**src/rtl/lsusb_nrzi_rx.sv**
```systemverilog
module lsusb_nrzi_rx #(
  parameter int BIT_CYCLES = 8,
  parameter int SAMPLE_AT  = 3,
  parameter int RUN_MAX    = 6,
  parameter int CNT_W      = 8
) (
  input  logic             clk,
  input  logic             rst,
  input  logic             start,
  input  logic             dp,
  input  logic             dm,
  input  logic [CNT_W-1:0] limit,
  output logic [7:0]       rx_byte,
  output logic             byte_valid,
  output logic             eop,
  output logic             overflow,
  output logic             busy
);
  localparam int PH_W  = $clog2(BIT_CYCLES);
  localparam int RUN_W = $clog2(RUN_MAX + 1);

  logic [PH_W-1:0]  phase;
  logic             prev;
  logic [RUN_W-1:0] run;
  logic [2:0]       nbit;
  logic [6:0]       acc;
  logic [CNT_W-1:0] left;

  wire tick    = busy && (phase == PH_W'(SAMPLE_AT));
  wire se0     = !dp && !dm;
  wire bit_val = (dm == prev);
  wire stuffed = (run == RUN_W'(RUN_MAX));
  wire [PH_W-1:0] phase_nx = (phase == PH_W'(BIT_CYCLES - 1)) ? '0 : phase + 1'b1;

  always_ff @(posedge clk) begin
    if (rst) begin
      busy       <= 1'b0;
      phase      <= '0;
      prev       <= 1'b1;
      run        <= '0;
      nbit       <= '0;
      acc        <= '0;
      left       <= '0;
      rx_byte    <= '0;
      byte_valid <= 1'b0;
      eop        <= 1'b0;
      overflow   <= 1'b0;
    end else begin
      byte_valid <= 1'b0;
      eop        <= 1'b0;
      overflow   <= 1'b0;
      if (!busy) begin
        if (start) begin
          busy  <= 1'b1;
          phase <= '0;
          prev  <= dm;
          run   <= RUN_W'(1);
          nbit  <= '0;
          left  <= limit;
        end
      end else begin
        phase <= phase_nx;
        if (tick) begin
          if (se0) begin
            eop  <= 1'b1;
            busy <= 1'b0;
          end else begin
            prev <= dm;
            if (stuffed) begin
              run <= '0;
            end else begin
              run  <= bit_val ? run + 1'b1 : '0;
              acc  <= {bit_val, acc[6:1]};
              nbit <= nbit + 1'b1;
              if (nbit == 3'd7) begin
                if (left == '0) begin
                  overflow <= 1'b1;
                  busy     <= 1'b0;
                end else begin
                  left       <= left - 1'b1;
                  rx_byte    <= {bit_val, acc};
                  byte_valid <= 1'b1;
                end
              end
            end
          end
        end
      end
    end
  end

  a_r9_one_pulse: assert property (@(posedge clk) disable iff (rst)
    $onehot0({byte_valid, eop, overflow}));

  a_r6_eop_idles: assert property (@(posedge clk) disable iff (rst)
    eop |-> !busy);

  a_r7_overflow_idles: assert property (@(posedge clk) disable iff (rst)
    overflow |-> !busy);

  a_r4_run_bounded: assert property (@(posedge clk) disable iff (rst)
    run <= RUN_W'(RUN_MAX));

  a_r2_on_grid: assert property (@(posedge clk) disable iff (rst)
    (byte_valid || eop || overflow) |-> $past(busy && phase == PH_W'(SAMPLE_AT)));

  a_r8_idle_quiet: assert property (@(posedge clk) disable iff (rst)
    !$past(busy) |-> !(byte_valid || eop || overflow));

  a_r1_reset_state: assert property (@(posedge clk) disable iff (rst)
    $past(rst) |-> (!busy && prev && run == '0 && nbit == '0));
endmodule

```
**config.mk**
```make
export PLATFORM = sky130hd
export DESIGN_NAME = lsusb_nrzi_rx
export DESIGN_NICKNAME = d
export VERILOG_FILES = /design/src/rtl/lsusb_nrzi_rx.sv
export SDC_FILE = /design/constraint.sdc
export NUM_CORES = 1
export LEC_CHECK = 0
export ABC_AREA = 0
export BUFFER_PORTS_ARGS = -buffer_cell sky130_fd_sc_hd__buf_2
export CORE_MARGIN = 1
export CORE_UTILIZATION = 45
export DETAILED_ROUTE_END_ITERATION = 16
export HOLD_SLACK_MARGIN = 0.15
export PLACE_DENSITY = 0.77
export SYNTH_ARGS = -nofsm -noshare
export SYNTH_HDL_FRONTEND = slang
export SYNTH_SLANG_ARGS = --single-unit
```
**constraint.sdc**
```tcl
create_clock -name clk -period 2.15 [get_ports clk]
set_clock_uncertainty 0.2 [all_clocks]
set_input_delay 0.5375 -clock clk [delete_from_list [all_inputs] [get_ports clk]]
set_output_delay 0.5375 -clock clk [all_outputs]
set_load 0.03 [all_outputs]
```
Yosys cells after proc, flatten, opt, wreduce, memory -nomap -nowiden. Index checks and enable logic that the tools add are counted.

Output and inout port bits: 12. Bits in registers: 37. Bits of input ports: 13. Word-level logic and storage cells: 77.

Reductions and logical operators: 13. Bitwise gates (word level): 6. Add/sub/neg operators: 4. Muxes and demuxes: 33. Eq/ne operators: 10.

Operators by type and width (count): 2-to-1 mux 8 bit (7); 2-to-1 mux 3 bit (13); 2-to-1 mux 1 bit (13); AND reduction 6 bit (2); adder 3 x 1 -> 3 bit (second input constant) (3); equality test 3 bit (second input constant) (3); zero test 8 bit (1); AND reduction 4 bit (2); subtractor 8 x 1 -> 8 bit (second input constant) (1); inequality test 2 bit (second input constant) (3); inverter 1 bit (6); OR reduction 6 bit (1); inequality test 2 x 1 -> 1 bit (second input constant) (2); equality test 3 x 2 -> 1 bit (second input constant) (1); AND reduction 3 bit (1); OR reduction 3 bit (1); logical AND 1 bit (2); zero test 1 bit (2); nonzero test 2 bit (1); equality test 1 bit (1).

Depth between registers and ports, before layout.
Depth after elaboration: 7. Depth in mapped cells: 8. Depth with buffers taken out: 6.

Worst setup path before layout. Ideal clock, no wire load.

Kind: register to register. Start point: reg phase[0]. End point: reg left[4]. Period minus slack after synthesis: 2077 ps. Data required time: 1834 ps. Cell stages (with the launch flop): 8. Setup slack: 73 ps. Data arrival time: 1761 ps. Buffers on the path: 1. Library setup time: 116 ps. Path through: dfxtp_1 ha_1 ha_1 o211ai_4 a311o_1 buf_6 a22o_1 a31o_1.

Word-level cells in the longest chain between the ends: 4.

Ends and longest elaborated chain: from (decl) (RTL line 22) `logic [PH_W-1:0] phase;`; from (signal assigned) (RTL line 62) `phase <= phase_nx;`; equality test 3 x 2 -> 1 bit (RTL line 29) `wire tick = busy && (phase == PH_W'(SAMPLE_AT));`; logical AND 1 bit (RTL line 29); inequality test 2 x 1 -> 1 bit (no source line); AND reduction 6 bit (no source line); to (signal assigned) (RTL line 59) `left <= limit;`; to (signal assigned) (RTL line 80) `left <= left - 1'b1;`; to (decl) (RTL line 27) `logic [CNT_W-1:0] left;`.

Every way passes these cells. A chain may end at the register's enable or synchronous reset.

Final worst setup path.
Start point: reg nbit[0]. End point: reg left[4].

Word-level cells in the longest chain between the ends: 3.

Ends and longest elaborated chain: from (decl) (RTL line 25) `logic [2:0] nbit;`; from (signal assigned) (RTL line 74) `nbit <= nbit + 1'b1;`; equality test 3 bit (RTL line 75) `if (nbit == 3'd7) begin`; inequality test 2 x 1 -> 1 bit (no source line); AND reduction 6 bit (no source line).

Every way passes these cells.

==> metrics.csv <==
metric,value,unit
initial_core_util,47.9,%
synth_top_family_by_area,compound AO/OA/AOI/OAI gates,
finalHoldViolations,0,
timing_worst_slew_pin_value,0.687,ns
routed_wl_per_cell,14.3,µm
timing.final.crit_share,98.9,%
grt_antenna_before_repair,0,
grt_start_max_net_pins,24,
crit_type,flip-flop to flip-flop,
netSwitchingPower,394,µW
first_global_vias,1578,
period_needed,2.13,ns
die-area,4240,µm²
yosysSeqAreaShare,41.3,%
power_per_standard_cell_area,699,nW/µm²
synth_top_flop_cell,dfxtp_1,
finalHoldWorstSlack,0.251,ns
synth_compound_gate_area_share,24.4,%
final_stage_net_count,270,
drive_above_1_share,28.5,%
clk_root_buffer_cell,clkbuf_8,
area_delta_synth_final,24.9,%
power.internal,1170,µW
seq_area,744,µm²
synth_seq_cells,37,
outcome,finished clean,
critical_path_required,2.20,ns
multiInputGateArea,995,µm²
finalSetupTns,0,ns
setup_violations,0,
slew_viol_final,0,
tritoncts_clock_tree,yes,
synth_fa_ha_area_share,6.28,%
max-cap-violations,0,
drt_iter0_markers,93,
timing.critical_path.from_type,flip-flop,
floorplan.die.width,65.1,µm
leading_cell_types_in_the_layout_fill_and_taps_excluded,"nand2_1 (41), dfxtp_1 (34), a21oi_1 (24), buf_2 (24), buf_4 (21)",
filler_cell_count,339,
swShare,25.2,%
clkLatencyLatePin,0.29,ns
critPathCaptureType,flip-flop,
floorplan.io_pins,25,
worstHoldPathType,flip-flop to flip-flop,
clkPwrFrac,40.5,%
routabilityCongestion,0.848,
drtPass1Iterations,4,
p_seq_share,46.1,%
postLayoutSetupSlackWorst,0.0245,ns
synth_simple_gate_area_share,21.8,%
global_route_wire_length_before_repair,7.04,mm
number_of_antenna_cells_inserted,0,
postSynth.asyncResetShare,0,%
synth_mux_area_share,0,%
clkSlewWorstSetupHoldPaths,0.07,ns
finalWirelength,4.26,mm
worst_ir_drop_vdd,387,µV
post-layout-total-power,1560,µW
cts_sinks,37,
cts_max_level,2,
reg2reg_setup_slack,0.02,ns
hpwl,2.81,mm
post_synth.cell_area_avg,8.57,µm²
port-buffer-count,24,
layout.core_utilization,59.8,%
worst_ep_arrival_time,2.17,ns
detailedPlace.worstSlack,-0.00923,ns
antenna_left,0,
clockBufferDepth,2,
synth.distinct_cells,42,
max_freq,470,MHz
total_leakage_power,0.000890,µW
row_count,22,
grt-ovfl-total,0,
yosys_warnings,0,
path_max_fanout,6,
synth_edf_count,0,
detail_route.drc_violations,0,
core_area,3740,µm²
synthesis.nets,231,
yosys.area_share.xor_xnor,0.489,%
timing.max_slew.rel_slack,54.2,%
dieHeight,65.1,µm
post_drt_via_cell_ratio,5.61,
cts_made_buffers,5,
grt_util_all_layers,21.7,%
total_number_of_vias,1665,
synthesis.instances,209,
synthesis.area,1790,µm²
comb_power_share,13.3,%
layout_commonest_cell,nand2_1,
## stage by stage
| stage | instances | area (µm²) |
|---|---|---|
| 6_report | 297 | 2240 |
| 5_1_grt | 297 | 2240 |
| 3_3_place_gp | 284 | 2030 |
| 2_1_floorplan | 209 | 1790 |
| 4_1_cts | 292 | 2150 |
| 3_5_place_dp | 284 | 2030 |
## worst paths after layout
path,startpoint,depth (start not counted),endpoint
max,nbit[0],7,left[4]
min,rx_byte[1],2,rx_byte[1]
max reg2reg,nbit[0],7,left[4]
min reg2reg,rx_byte[1],2,rx_byte[1]
## timing repair
action                     in CTS  in global routing
setup endpoints to repair       4                  8
buffers inserted                0                  5
hold buffers                    0                  0
resized for setup               1                 12
pin swaps                       0                  3
## power groups by stage
stage               combinational (µW)  clock, µW  sequential, µW
finish                             208        634             722
global route                       229        679             725
CTS                                199        647             721
detailed placement                 198          0             737
global placement                   193          0             737
floorplan                          132          0             737
## critical path: stages (launching register included)
cell and delay, ns:
dfxtp_2 0.34, ha_2 0.18, ha_4 0.13, a21bo_4 0.23, a311o_2 0.37, clkbuf_4 0.19, a221oi_1 0.30, a31o_1 0.13
## area by class of cell
cell class / instances / area share, %
clock inverters: 2 / 1.68
inverters: 6 / 1.01
repair buffers: 47 / 13.2
well taps: 48 / 2.68
clock buffers: 6 / 3.69
multi-input cells: 151 / 44.4
flip-flops and latches: 37 / 33.3
## state kept, by name (all words and copies together), names as in the netlist
signal,count
left,8
rx_byte,8
acc,7
nbit,3
phase,3
run,3
busy,1
byte_valid,1
eop,1
overflow,1
prev,1
## Yosys cell counts, types with 2 or more instances
cell type,instances,area [µm²]
and3_1,2,12.5
nand3_1,9,45.0
a31o_1,5,43.8
o22ai_1,6,37.5
buf_6,2,22.5
a221oi_1,7,61.3
ha_1,9,113
a22o_1,2,17.5
o21ai_0,2,10.0
nand4b_1,2,17.5
nor2_1,9,33.8
clkbuf_1,9,33.8
inv_1,6,22.5
nand4_1,3,18.8
nand2_1,41,154
buf_2,3,15.0
dfxtp_1,37,741
a311oi_1,2,17.5
nand2b_1,2,12.5
nor3b_1,3,22.5
nor3_1,3,15.0
a21oi_1,25,125
## logic make-up (layout without fill, tap and decap cells)
group,count (synthesis),after routing
simple gates,80,80
compound gates,61,61
flops,37,37
buf+inv,21,61
fa+ha+maj,9,9
xor+xnor,1,1
## layer usage
metal	vias to the layer above	part of all wire [%]	global-route usage, %
li1	834	-	-
met1	780	47	28.1
met2	45	47	35.4
met3	6	4.4	5.21
met4	0	1.7	7.34
met5	-	0	0
Note: power is estimated with default switching activity, not from simulation.
